<file path="src/rtl/sfcs_pkg.sv">
package sfcs_pkg;

    typedef enum logic [2:0] {
        ST_IDLE  = 3'd0,
        ST_ISSUE = 3'd1,
        ST_BUSY  = 3'd2,
        ST_GAP   = 3'd3,
        ST_RESP  = 3'd4
    } rt_state_e;

endpackage

</file>
<file path="src/rtl/sfcs_addr_decode.sv">
module sfcs_addr_decode #(
    parameter int NUM_DEV = 4,
    parameter int DEV_AW  = 16,
    parameter int ADDR_W  = 20,
    parameter int LEN_W   = 16,
    parameter int DEV_W   = 2,
    parameter int SUM_W   = 21
) (
    input  logic [ADDR_W-1:0] addr_i,
    input  logic [LEN_W-1:0]  len_i,
    output logic [DEV_W-1:0]  dev_o,
    output logic [DEV_AW-1:0] la_o,
    output logic              bad_o
);
    localparam logic [SUM_W-1:0] TOTAL = SUM_W'(NUM_DEV) << DEV_AW;

    logic [SUM_W-1:0] start_x;
    logic [SUM_W-1:0] end_x;

    assign start_x = SUM_W'(addr_i);
    assign end_x   = start_x + SUM_W'(len_i);

    // the whole span must lie inside the stacked space
    assign bad_o = (start_x >= TOTAL) || (end_x > TOTAL);
    assign dev_o = DEV_W'(addr_i >> DEV_AW);
    assign la_o  = addr_i[DEV_AW-1:0];

endmodule

</file>
<file path="src/rtl/sfcs_chunk.sv">
module sfcs_chunk #(
    parameter int DEV_AW = 16,
    parameter int LEN_W  = 16
) (
    input  logic [DEV_AW-1:0] la_i,
    input  logic [LEN_W-1:0]  rem_i,
    output logic [LEN_W-1:0]  chunk_o
);
    localparam int CW = (LEN_W > DEV_AW + 1) ? LEN_W : DEV_AW + 1;
    localparam logic [CW-1:0] CAP_X = CW'(1) << DEV_AW;

    logic [CW-1:0] room;
    logic [CW-1:0] rem_x;

    // bytes left before the current device ends
    assign room    = CAP_X - CW'(la_i);
    assign rem_x   = CW'(rem_i);
    assign chunk_o = (rem_x < room) ? rem_i : LEN_W'(room);

endmodule

</file>
<file path="src/rtl/sfcs_cs_drive.sv">
module sfcs_cs_drive #(
    parameter int NUM_DEV = 4,
    parameter int DEV_W   = 2
) (
    input  logic               en_i,
    input  logic [DEV_W-1:0]   dev_i,
    output logic [NUM_DEV-1:0] cs_o
);
    for (genvar i = 0; i < NUM_DEV; i++) begin : g_cs
        assign cs_o[i] = en_i && (dev_i == DEV_W'(i));
    end

endmodule

</file>
<file path="src/rtl/sfcs_router.sv">
module sfcs_router
    import sfcs_pkg::*;
#(
    parameter int NUM_DEV = 4,
    parameter int DEV_AW  = 16,
    parameter int ADDR_W  = 20,
    parameter int LEN_W   = 16,
    parameter int OP_W    = 8,
    parameter int DUM_W   = 5
) (
    input  logic               clk,
    input  logic               rst_n,
    input  logic               req_valid,
    output logic               req_ready,
    input  logic [OP_W-1:0]    req_op,
    input  logic [ADDR_W-1:0]  req_addr,
    input  logic [DUM_W-1:0]   req_dummy,
    input  logic [LEN_W-1:0]   req_len,
    output logic               rsp_valid,
    output logic               rsp_err,
    output logic               sub_valid,
    input  logic               sub_ready,
    input  logic               sub_done,
    output logic [NUM_DEV-1:0] sub_cs,
    output logic [OP_W-1:0]    sub_op,
    output logic [DEV_AW-1:0]  sub_addr,
    output logic [DUM_W-1:0]   sub_dummy,
    output logic [LEN_W-1:0]   sub_len
);
    localparam int DEV_W = (NUM_DEV > 1) ? $clog2(NUM_DEV) : 1;
    localparam int MAX_W = (ADDR_W > LEN_W) ? ADDR_W : LEN_W;
    localparam int SUM_W = ((MAX_W > DEV_AW + DEV_W) ? MAX_W : DEV_AW + DEV_W) + 1;
    localparam int CAP   = 1 << DEV_AW;

    typedef struct packed {
        rt_state_e         st;
        logic [DEV_W-1:0]  dev;
        logic [DEV_AW-1:0] la;
        logic [LEN_W-1:0]  rem;
        logic [OP_W-1:0]   op;
        logic [DUM_W-1:0]  dum;
        logic              err;
    } regs_t;

    regs_t r_d, r_q;

    logic [DEV_W-1:0]  dec_dev;
    logic [DEV_AW-1:0] dec_la;
    logic              dec_bad;
    logic [LEN_W-1:0]  chunk;
    logic              cs_en;

    sfcs_addr_decode #(
        .NUM_DEV(NUM_DEV), .DEV_AW(DEV_AW), .ADDR_W(ADDR_W),
        .LEN_W(LEN_W), .DEV_W(DEV_W), .SUM_W(SUM_W)
    ) i_decode (
        .addr_i(req_addr), .len_i(req_len),
        .dev_o(dec_dev), .la_o(dec_la), .bad_o(dec_bad)
    );

    sfcs_chunk #(.DEV_AW(DEV_AW), .LEN_W(LEN_W)) i_chunk (
        .la_i(r_q.la), .rem_i(r_q.rem), .chunk_o(chunk)
    );

    assign cs_en = (r_q.st == ST_ISSUE) || (r_q.st == ST_BUSY);

    sfcs_cs_drive #(.NUM_DEV(NUM_DEV), .DEV_W(DEV_W)) i_cs (
        .en_i(cs_en), .dev_i(r_q.dev), .cs_o(sub_cs)
    );

    always_comb begin
        r_d = r_q;
        unique case (r_q.st)
            ST_IDLE: begin
                if (req_valid) begin
                    r_d.op  = req_op;
                    r_d.dum = req_dummy;
                    r_d.dev = dec_dev;
                    r_d.la  = dec_la;
                    r_d.rem = req_len;
                    r_d.err = dec_bad;
                    r_d.st  = dec_bad ? ST_RESP : ST_ISSUE;
                end
            end
            ST_ISSUE: begin
                if (sub_ready) r_d.st = ST_BUSY;
            end
            ST_BUSY: begin
                if (sub_done) begin
                    if (r_q.rem == chunk) begin
                        r_d.st = ST_RESP;
                    end else begin
                        r_d.st  = ST_GAP;
                        r_d.rem = r_q.rem - chunk;
                        r_d.dev = r_q.dev + DEV_W'(1);
                        r_d.la  = '0;
                    end
                end
            end
            ST_GAP:  r_d.st = ST_ISSUE;
            ST_RESP: r_d.st = ST_IDLE;
            default: r_d.st = ST_IDLE;
        endcase
    end

    always_ff @(posedge clk or negedge rst_n) begin
        if (!rst_n) r_q <= '{st: ST_IDLE, default: '0};
        else        r_q <= r_d;
    end

    assign req_ready = (r_q.st == ST_IDLE);
    assign rsp_valid = (r_q.st == ST_RESP);
    assign rsp_err   = (r_q.st == ST_RESP) && r_q.err;
    assign sub_valid = (r_q.st == ST_ISSUE);
    assign sub_op    = r_q.op;
    assign sub_dummy = r_q.dum;
    assign sub_addr  = r_q.la;
    assign sub_len   = chunk;


    cs_onehot_chk: assert property (@(posedge clk) disable iff (!rst_n)
        $onehot0(sub_cs));


    chunk_fit_chk: assert property (@(posedge clk) disable iff (!rst_n)
        sub_valid |-> (32'(sub_addr) + 32'(sub_len) <= 32'(CAP)));


    next_zero_chk: assert property (@(posedge clk) disable iff (!rst_n)
        (r_q.st == ST_GAP) |=> (sub_valid && sub_addr == '0));


    cs_gap_chk: assert property (@(posedge clk) disable iff (!rst_n)
        (sub_done && r_q.st == ST_BUSY) |=> (sub_cs == '0 && !sub_valid));


    reject_chk: assert property (@(posedge clk) disable iff (!rst_n)
        (req_valid && req_ready && dec_bad) |=> (rsp_valid && rsp_err && sub_cs == '0));


    sub_hold_chk: assert property (@(posedge clk) disable iff (!rst_n)
        (sub_valid && !sub_ready) |=>
        (sub_valid && $stable(sub_cs) && $stable(sub_addr) && $stable(sub_len)));

endmodule

</file>
<file path="config.mk">
export PLATFORM = sky130hd
export DESIGN_NAME = sfcs_router
export DESIGN_NICKNAME = d
export VERILOG_FILES = /design/src/rtl/sfcs_pkg.sv /design/src/rtl/sfcs_addr_decode.sv /design/src/rtl/sfcs_chunk.sv /design/src/rtl/sfcs_cs_drive.sv /design/src/rtl/sfcs_router.sv
export SDC_FILE = /design/constraint.sdc
export NUM_CORES = 1
export LEC_CHECK = 0
export BUFFER_PORTS_ARGS = -buffer_cell sky130_fd_sc_hd__buf_2
export CORE_UTILIZATION = 39
export CTS_CLUSTER_SIZE = 20
export DETAILED_ROUTE_END_ITERATION = 10
export PLACE_DENSITY = 0.6
export SLEW_MARGIN = 20
export SYNTH_ARGS = -nofsm -noshare
export SYNTH_HDL_FRONTEND = slang
export SYNTH_SLANG_ARGS = --single-unit
</file>
<file path="constraint.sdc">
create_clock -name clk -period 14.5 [get_ports clk]
set_clock_uncertainty 0.15 [all_clocks]
set_input_delay 1.45 -clock clk [delete_from_list [all_inputs] [get_ports clk]]
set_output_delay 1.45 -clock clk [all_outputs]
set_load 0.02 [all_outputs]
</file>
==> impl_metrics.yaml, run 1 <==
cells_and_area:
  post_route_cells_drive_above_1_share_pct: 20.43
  most_frequent_standard_cell_in_the_layout_excluding_fill_and_tap_cells: "sky130_fd_sc_hd__nand2_1"
  area_growth_pct: 11.87
  antenna_cells_inserted: 0
  commonest_non_fill_non_tap_cells_in_the_layout: "108 x sky130_fd_sc_hd__nand2_1, 106 x sky130_fd_sc_hd__buf_2, 51 x sky130_fd_sc_hd__dfrtp_1"
  final_area_sq_um: 6036
  final_nets: 843
placed_design:
  gp_congestion: 0.9296
  postPlaceCellArea_sq_um: 5851
  hpwl_mm: 12.95
  buffer_ports.inserted: 106
run:
  max_cap_viol_count: 0
route:
  routed_wirelength_mm: 16.10
  drt_iter0_drc: 462
  final_antenna_net_count: 0
  vias: 5188
  wire_per_inst_um: 17.50
  drt_first_pass_iters: 5
  detail_route.vias_per_cell: 5.639
  remaining_drc_errors: 0
yosys:
  synth.lib_cells_used.distinct: 85
  yosys_warnings: 0
  post_synthesis_async_set_or_reset_flop_share_pct: 100.0
  avg_synthesized_cell_area_sq_um: 7.946
  number_of_register_bits_inferred_by_synthesis: 51
  syn_inst: 679
  synth_fp_nets: 779
  seq_area_frac_synth_pct: 23.65
  synth_ff_type: "sky130_fd_sc_hd__dfrtp_1"
  count_of_flip_flops_with_a_built_in_enable_after_synthesis: 0
  netlist_area_sq_um: 5395
clocking:
  cts_max_path_buffers: 2
  clkLatencyLatePin_ns: 0.29
  cts_hold_buf: 0
  cts_root_buffer: "sky130_fd_sc_hd__clkbuf_16"
  cts_max_level: 2
  cts_tree: "yes"
  post_cts.resized_instances: 0
  cts_buffers: 5
  post-cts-setup-buffers: 0
  worst_setup_hold_path_clk_slew_ns: 0.07
  clock_sink_count: 51
sta:
  layout_min_cycle_time_ns: 6.574
  maxClockFrequency_ghz: 0.1521
  worst_slew_margin_rel_pct: 48.43
  setup_viol_count_final: 0
  timing_max_transition_violations_final: 0
  least_margin_pin_slew_ns: 0.7540
  unrepaired_setup_endpoints_after_global_routing: "false"
  setup-tns-final_ns: 0
  layout_worst_path_cycle_share_pct: 45.34
  number_of_hold_violations_in_the_final_report: 0
setup_path:
  critical_path_class: "flop to flop"
  setup.worst_path.start_class: "flop"
  timing.critical_path.to_type: "flop"
  critical_path_arrival_ns: 6.60
  cp_data_required_time_ns: 14.52
  crit_fanout: 33
die:
  die_h_um: 119.6
  die_area_sq_um: 14310
  fp-row-count: 42
  initial_core_util_pct: 40.42
  design.core.area_sq_um: 13350
  boundaryPins: 107
  die_x_um: 119.6
grt:
  grt_util_all_layers_pct: 22.79
  wire_length_of_the_first_global_routing_pass_mm: 25.96
  vias_in_the_first_global_route: 4898
  grt_antenna_before_repair: 0
  grt_start_max_net_pins: 52
  globalRoute.totalOverflow: 0
hold_path:
  class_of_the_tightest_hold_or_removal_check: "flop to flop"
status:
  outcome: "complete, no violations"
-- worst max-delay path, stage by stage, from the launching register on --
cell and delay (ns):
sky130_fd_sc_hd__dfrtp_1 0.47, sky130_fd_sc_hd__nor3_2 0.39, sky130_fd_sc_hd__and2_1 0.26, sky130_fd_sc_hd__xor2_1 0.59, sky130_fd_sc_hd__ha_1 0.25, sky130_fd_sc_hd__and4_1 0.22
sky130_fd_sc_hd__o211ai_1 0.10, sky130_fd_sc_hd__o21a_1 0.23, sky130_fd_sc_hd__o311ai_4 0.58, sky130_fd_sc_hd__nand2_1 0.27, sky130_fd_sc_hd__buf_4 0.30, sky130_fd_sc_hd__o21ai_0 0.32
sky130_fd_sc_hd__inv_1 0.08, sky130_fd_sc_hd__ha_1 0.39, sky130_fd_sc_hd__nand3_1 0.19, sky130_fd_sc_hd__nor2_1 0.13, sky130_fd_sc_hd__nand2_1 0.11, sky130_fd_sc_hd__o211ai_2 0.36
sky130_fd_sc_hd__nand2_2 0.44, sky130_fd_sc_hd__and3_1 0.35, sky130_fd_sc_hd__a221o_1 0.26
-- per-layer routing --
layer	vias to the layer above	share of wire [%]	GRT usage, %
li1	2530	-	-
met4	0	2.3	7.266
met3	24	4.9	2.614
met2	166	46	36.74
met1	2468	47	31.71
met5	-	0	0
-- cell families after synthesis --
| kind of cell | share of synthesized area [%] |
|---|---|
| mux | 0.4174 |
| compound gates | 22.91 |
| simple gates | 25.46 |
| buf+inv | 9.230 |
| xor+xnor | 7.375 |
| fa+ha+maj | 10.95 |
| flops | 23.65 |
-- area by class of cell --
class	instances	area (sq um)
well taps	176	220.2
inverters	42	157.7
clock inverters	2	38.79
clock buffers	6	138.9
repair buffers	110	560.5
flip-flops and latches	51	1276
fillers	1371	7312
multi-input cells	533	3643
-- path summary, 6_finish.rpt --
| path | start | end | slack, ns | depth (start not counted) |
|---|---|---|---|---|
| worst max-delay path | sub_addr[2] | r_q[23] | 7.93 | 20 |
| worst min-delay path | sub_dummy[4] | sub_dummy[4] | 0.32 | 2 |
| worst max register to register | sub_addr[2] | r_q[23] | 7.93 | 20 |
| worst min register to register | sub_dummy[4] | sub_dummy[4] | 0.32 | 2 |
| max in group asynchronous | rst_n | sub_addr[1] | 12.65 | 2 |
| min in group asynchronous | rst_n | sub_dummy[2] | 1.11 | 2 |
-- Yosys cell counts, types with 9 or more instances --
| cell | instances | area share (%) |
|---|---|---|
| sky130_fd_sc_hd__nor3_1 | 9 | 0.83 |
| sky130_fd_sc_hd__dfrtp_1 | 51 | 24 |
| sky130_fd_sc_hd__nand3_1 | 32 | 3.0 |
| sky130_fd_sc_hd__clkbuf_1 | 14 | 0.97 |
| sky130_fd_sc_hd__a21oi_1 | 38 | 3.5 |
| sky130_fd_sc_hd__nor2_1 | 49 | 3.4 |
| sky130_fd_sc_hd__nand2_1 | 109 | 7.6 |
| sky130_fd_sc_hd__xor2_1 | 19 | 3.1 |
| sky130_fd_sc_hd__xnor2_1 | 14 | 2.3 |
| sky130_fd_sc_hd__a31oi_1 | 13 | 1.5 |
| sky130_fd_sc_hd__buf_4 | 32 | 4.5 |
| sky130_fd_sc_hd__ha_1 | 44 | 10 |
| sky130_fd_sc_hd__a21o_1 | 15 | 2.1 |
| sky130_fd_sc_hd__o21ai_0 | 31 | 2.9 |
| sky130_fd_sc_hd__and3_1 | 9 | 1.0 |
| sky130_fd_sc_hd__inv_1 | 41 | 2.9 |
-- state kept, by name (all words and copies together), names as in the netlist --
name / count
sub_op: 8
sub_dummy: 5
sub_addr: 16
r_q: 22
-- through the flow --
stage               cells  hold slack, ns  worst slack (ns)  util [%]
floorplan             679          0.2969             8.818         -
global placement      912          0.3035             7.908     43.79
detailed placement    912          0.3091             7.717     43.83
CTS                   920          0.3269             7.704     45.16
global route          920          0.3393             7.388     45.22
finish                920          0.3200             7.926     45.22
Power of run 1 is left out: the tool's default activity adds up to more than one toggle a clock period on the data nets, which glitch-free logic cannot reach.
==> run 2, diff against run 1 <==
--- a/config.mk
+++ b/config.mk
@@ -5,6 +5,7 @@
 export SDC_FILE = /design/constraint.sdc
 export NUM_CORES = 1
 export LEC_CHECK = 0
+export ABC_AREA = 1
 export BUFFER_PORTS_ARGS = -buffer_cell sky130_fd_sc_hd__buf_2
 export CORE_UTILIZATION = 39
 export CTS_CLUSTER_SIZE = 20
==> constraint.sdc (replaced) <==
create_clock -name clk -period 6.6 [get_ports clk]
set_clock_uncertainty 0.15 [all_clocks]
set_input_delay 0.66 -clock clk [delete_from_list [all_inputs] [get_ports clk]]
set_output_delay 0.66 -clock clk [all_outputs]
set_load 0.02 [all_outputs]
==> run 2 against run 1 <==
Via count grew 2.4%. Count of clock-buffer cells in the layout fell by 1. Non-clock buffer count fell by 2. Critical endpoint is now sub_addr[11].
==> impl_metrics.yaml, run 2 <==
yosys:
  number_of_register_bits_inferred_by_synthesis: 51
  synth_top_cells_by_count: "212 x sky130_fd_sc_hd__nand2_1, 121 x sky130_fd_sc_hd__inv_1, 65 x sky130_fd_sc_hd__nand3_1"
  count_of_flip_flops_with_a_built_in_enable_after_synthesis: 0
  yosys_warnings: 0
  synth_most_common_cell: "sky130_fd_sc_hd__nand2_1"
  synth.lib_cells_used.distinct: 41
  avg_synthesized_cell_area_sq_um: 6.578
  synth_largest_area_cell: "sky130_fd_sc_hd__dfrtp_1"
  synth.area.top_cells: "sky130_fd_sc_hd__dfrtp_1 24%, sky130_fd_sc_hd__nand2_1 15%, sky130_fd_sc_hd__ha_1 10%, sky130_fd_sc_hd__inv_1 8.4%, sky130_fd_sc_hd__nand3_1 6.0%"
  synth_top_area_share_pct: 23.57
  syn_inst: 823
  synth_ff_type: "sky130_fd_sc_hd__dfrtp_1"
  seq_area_frac_synth_pct: 23.57
  netlist_area_sq_um: 5414
  synth_fp_nets: 923
  post_synthesis_async_set_or_reset_flop_share_pct: 100.0
cells_and_area:
  area_growth_pct: 10.91
  finish.utilization_pct: 44.81
  final_nets: 993
  largest_register_ff_count: 22
  commonest_non_fill_non_tap_cells_in_the_layout: "212 x sky130_fd_sc_hd__nand2_1, 121 x sky130_fd_sc_hd__inv_1, 106 x sky130_fd_sc_hd__buf_2"
  antenna_cells_inserted: 0
  post_route_cells_drive_above_1_share_pct: 18.01
  max_flop_register: "r_q"
  most_frequent_standard_cell_in_the_layout_excluding_fill_and_tap_cells: "sky130_fd_sc_hd__nand2_1"
sta:
  layout_worst_path_cycle_share_pct: 83.41
  setup-tns-final_ns: 0
  timing_max_transition_violations_final: 0
  number_of_hold_violations_in_the_final_report: 0
  setup_slack_ns: 1.095
  unrepaired_setup_endpoints_after_global_routing: "false"
  worst_slew_margin_rel_pct: 33.26
  layout_min_cycle_time_ns: 5.505
  least_margin_pin_slew_ns: 1.000
  maxClockFrequency_ghz: 0.1817
  setup_viol_count_final: 0
route:
  remaining_drc_errors: 0
  final_antenna_net_count: 0
  wire_per_inst_um: 14.24
  drt_iter0_drc: 280
  routed_wirelength_mm: 15.23
  drt_first_pass_iters: 5
  vias: 5314
  detail_route.vias_per_cell: 4.966
grt:
  globalRoute.totalOverflow: 0
  grt_start_max_net_pins: 52
  grt_util_all_layers_pct: 22.46
  wire_length_of_the_first_global_routing_pass_mm: 25.75
  grt_antenna_before_repair: 0
  vias_in_the_first_global_route: 5137
clocking:
  cts_max_path_buffers: 2
  post_cts.resized_instances: 0
  post-cts-setup-buffers: 0
  cts_tree: "yes"
  cts_hold_buf: 0
  clock_sink_count: 51
  clkLatencyLatePin_ns: 0.30
  cts_root_buffer: "sky130_fd_sc_hd__clkbuf_16"
  cts_buffers: 5
  cts_max_level: 2
  worst_setup_hold_path_clk_slew_ns: 0.08
setup_path:
  timing.reg2reg.worst_path_depth: 31
  critical_path_class: "flop to flop"
  reg2reg_from: "sub_addr[0]"
  cp_data_required_time_ns: 6.63
  startpoint: "sub_addr[0]"
  path_common_cell: "sky130_fd_sc_hd__inv_1"
  timing.critical_path.to_type: "flop"
  critical_path_arrival_ns: 5.53
  critical-path-max-stage-delay_ns: 0.52
  crit_fanout: 46
  crit_path_top_delay_cell: "sky130_fd_sc_hd__nand2_2"
  setup.worst_path.start_class: "flop"
die:
  initial_core_util_pct: 40.40
  fp-row-count: 42
  die_h_um: 119.8
  die_area_sq_um: 14360
  design.core.area_sq_um: 13400
  die_x_um: 119.8
  boundaryPins: 107
placed_design:
  gp_congestion: 0.9026
  buffer_ports.inserted: 106
  hpwl_mm: 12.36
  post-place-ws_ns: 1.168
hold_path:
  hold-path-cell-count: 2
  class_of_the_tightest_hold_or_removal_check: "flop to flop"
  start_point_of_the_worst_hold_path: "sub_op[0]"
run:
  max_cap_viol_count: 0
status:
  outcome: "complete, no violations"
==> run 2: layout make-up <==
cell class | instances | area, sq um
timing repair buffer | 108 | 545.5
multi-input combinational | 603 | 3339
tap | 176 | 220.2
inverter | 124 | 470.5
sequential | 51 | 1276
fill | 1483 | 7396
clock inverter | 3 | 27.53
clock buffer | 5 | 125.1
==> run 2: layer usage <==
| layer | routed length (um) | up-vias | global-route usage (%) |
|---|---|---|---|
| met5 | 0 | - | 0 |
| met4 | 235 | 0 | 5.000 |
| met3 | 576 | 14 | 2.424 |
| met2 | 6552 | 111 | 35.62 |
| met1 | 7868 | 2412 | 32.61 |
| li1 | - | 2777 | - |
==> run 2: logic make-up (layout without fill, tap and decap cells) <==
logic type,count (synthesis),in the layout,synth area share [%]
AO/OA/AOI/OAI,133,133,13.89
XOR/XNOR,27,27,4.368
adder cells (fa/ha/maj),46,46,10.91
buffers and inverters,169,240,14.74
flip-flops,51,51,23.57
AND/OR/NAND/NOR,397,397,32.52
==> run 2: final timing paths <==
path | end | slack, ns
worst min register to register | sub_op[0] | 0.33
worst max-delay path | sub_addr[11] | 1.10
min in group asynchronous | sub_addr[0] | 0.34
max in group asynchronous | sub_op[1] | 5.49
worst max register to register | sub_addr[11] | 1.10
worst min-delay path | sub_op[0] | 0.33
==> run 2: critical path: cells and delay by family, from the launching register on <==
family / cells / cell delay, ns
AND/OR/NAND/NOR: 17 / 2.39
flip-flops: 1 / 0.43
buffers and inverters: 6 / 0.64
adder cells (fa/ha/maj): 3 / 0.88
AO/OA/AOI/OAI: 5 / 0.85
==> run 2: stage by stage <==
stage | hold slack [ns] | instance area, sq um | cells
global route | 0.3512 | 6005 | 1070
finish | 0.3304 | 6005 | 1070
floorplan | 0.2144 | 5414 | 823
detailed placement | 0.3146 | 5852 | 1062
global placement | 0.3122 | 5852 | 1062
CTS | 0.3366 | 6005 | 1070
Power of run 2 is left out for the same reason.
==> run 3, diff against run 2 <==
--- a/config.mk
+++ b/config.mk
@@ -10,7 +10,7 @@
 export CORE_UTILIZATION = 39
 export CTS_CLUSTER_SIZE = 20
 export DETAILED_ROUTE_END_ITERATION = 10
-export PLACE_DENSITY = 0.6
+export PLACE_DENSITY = 0.62
 export SLEW_MARGIN = 20
 export SYNTH_ARGS = -nofsm -noshare
 export SYNTH_HDL_FRONTEND = slang
==> constraint.sdc (replaced) <==
create_clock -name clk -period 4.5 [get_ports clk]
set_clock_uncertainty 0.15 [all_clocks]
set_input_delay 0.45 -clock clk [delete_from_list [all_inputs] [get_ports clk]]
set_output_delay 0.45 -clock clk [all_outputs]
set_load 0.02 [all_outputs]
==> run 3 against run 2 <==
Critical path depth fell by 3. Worst hold slack worse by 0.15 ns. Die area unchanged. Via count increased by 7.0%. Fmax up 24%. Core utilization up 6.3 points. Wire length up 9.3%. Setup slack lost 1.0 ns. Register-to-register slack got worse by 1.0 ns. First-iteration DRC count down 3.2%. Non-clock buffer count is 62 higher. Critical path type unchanged.
==> impl_metrics.yaml, run 3 (synthesized netlist as in run 2, its figures left out) <==
placed_design:
  gp_congestion: 0.9717
  hpwl_mm: 13.07
  dpl.cell_count: 1107
  buffer_ports.inserted: 106
grt:
  global_route.usage.met2_pct: 36.31
  groute.layer.met1.usage_pct: 33.28
  grt_start_max_net_pins: 33
  grt_antenna_before_repair: 0
  busiest_layer: "met2"
  grt_use_met3_pct: 3.089
  wire_length_of_the_first_global_routing_pass_mm: 26.07
  grt_util_all_layers_pct: 23.08
  vias_in_the_first_global_route: 5189
  globalRoute.totalOverflow: 0
setup_path:
  crit_cells: 28
  critical_path_buf_inv_count: 5
  setup.reg_to_reg.worst_slack_ns: 0.07
  startpoint: "sub_addr[0]"
  worst_path_dominant_cell_family: "simple AND/OR/NAND/NOR gates"
  timing.reg2reg.worst_path_depth: 28
  crit_path_top_delay_cell: "sky130_fd_sc_hd__dfrtp_1"
  setup.worst_path.start_class: "flop"
  critical_path_arrival_ns: 4.52
  crit_path_end: "r_q[20]"
  r2r_end: "r_q[20]"
  crit_fanout: 6
  cp_data_required_time_ns: 4.58
  reg2reg_from: "sub_addr[0]"
  critical-path-max-stage-delay_ns: 0.41
  timing.critical_path.to_type: "flop"
  critical_path_class: "flop to flop"
cells_and_area:
  post_route_cells_drive_above_1_share_pct: 29.05
  fillCellCount: 1388
  multi_input_comb_area_sq_um: 3628
  area_growth_pct: 26.58
  final_nets: 1056
  max_flop_register: "r_q"
  most_frequent_standard_cell_in_the_layout_excluding_fill_and_tap_cells: "sky130_fd_sc_hd__nand2_1"
  commonest_non_fill_non_tap_cells_in_the_layout: "206 x sky130_fd_sc_hd__nand2_1, 113 x sky130_fd_sc_hd__inv_1, 106 x sky130_fd_sc_hd__buf_2"
  antenna_cells_inserted: 0
  largest_register_ff_count: 22
  seq_area_sq_um: 1282
  layout.cells.non_filler: 1133
die:
  design.core.area_sq_um: 13400
  boundaryPins: 107
  die_x_um: 119.8
  die_area_sq_um: 14360
  initial_core_util_pct: 40.40
  fp-row-count: 42
  die_h_um: 119.8
clocking:
  worst_setup_hold_path_clk_slew_ns: 0.08
  cts_tree: "yes"
  clkLatencyLatePin_ns: 0.31
  clock_sink_count: 51
  cts_max_level: 2
  cts_max_path_buffers: 2
  cts_buffers: 5
  cts_root_buffer: "sky130_fd_sc_hd__clkbuf_16"
sta:
  unrepaired_setup_endpoints_after_global_routing: "true"
  number_of_hold_violations_in_the_final_report: 0
  worst_slew_margin_rel_pct: 31.28
  least_margin_pin_slew_ns: 1.030
  timing_max_transition_violations_final: 0
  layout_worst_path_cycle_share_pct: 98.53
  layout_min_cycle_time_ns: 4.434
  maxClockFrequency_ghz: 0.2255
  setup_viol_count_final: 0
route:
  final_antenna_net_count: 0
  remaining_drc_errors: 0
  wire_per_inst_um: 14.69
  routed_wirelength_mm: 16.65
  detail_route.vias_per_cell: 5.017
  vias: 5684
  drt_first_pass_iters: 5
  drt_iter0_drc: 271
hold_path:
  class_of_the_tightest_hold_or_removal_check: "input port to flop"
  start_point_of_the_worst_hold_path: "req_dummy[1]"
  hold-path-cell-count: 3
status:
  outcome: "complete, no violations"
run:
  max_cap_viol_count: 0
[run 3: worst reg2reg max path, delay by kind of cell, from the launching register on]
| family | cells | cell delay, ns |
|---|---|---|
| AND/OR/NAND/NOR | 13 | 1.40 |
| AO/OA/AOI/OAI | 6 | 0.80 |
| adder cells (fa/ha/maj) | 3 | 0.74 |
| buffers and inverters | 5 | 0.66 |
| flip-flops | 1 | 0.41 |
| XOR/XNOR | 1 | 0.22 |
[run 3: worst min-delay path by stage]
| stage | to | slack [ns] |
|---|---|---|
| after floorplan | r_q[0] | 0.004 |
| after global placement | r_q[15] | 0.30 |
| after detailed placement | r_q[18] | 0.30 |
| after CTS | sub_dummy[1] | 0.17 |
| after global routing | sub_dummy[1] | 0.19 |
| final | sub_dummy[1] | 0.18 |
[run 3: routing by layer]
| metal | vias to the layer above | routed length (um) |
|---|---|---|
| met3 | 13 | 854 |
| met2 | 150 | 7548 |
| met4 | 0 | 212 |
| met1 | 2617 | 8034 |
| met5 | - | 0 |
| li1 | 2904 | - |
[run 3: final cells by class]
cell class                 count  share of cell area (%)
clock buffer                   5                   1.826
clock inverter                 3                  0.3834
inverter                     124                   6.938
multi-input combinational    604                   52.95
sequential                    51                   18.71
tap                          176                   3.213
timing repair buffer         170                   15.98
[run 3: through the flow]
step | hold slack (ns) | worst slack (ns) | cell area (sq um) | utilization, % | setup TNS [ns]
3_5_place_dp | 0.3031 | -0.08186 | 6237 | 46.55 | -0.2550
3_3_place_gp | 0.3045 | 0.03642 | 6237 | 46.55 | 0
5_1_grt | 0.1852 | -0.1644 | 6853 | 51.14 | -4.001
4_1_cts | 0.1699 | 0.003078 | 6419 | 47.90 | 0
2_1_floorplan | 0.004409 | 0.007132 | 5444 | - | 0
6_report | 0.1759 | 0.06617 | 6853 | 51.14 | 0
[run 3: repair_timing]
item | 4_1_cts | 5_1_grt
resized for setup | 5 | 77
pin swaps | 0 | 28
cloned | 0 | 3
endpoints found under the setup margin | 23 | 36
hold buffers | 1 | 0
buffers inserted | 0 | 14
endpoints found under the hold margin | 19 | 0
Power of run 3 is left out for the same reason.
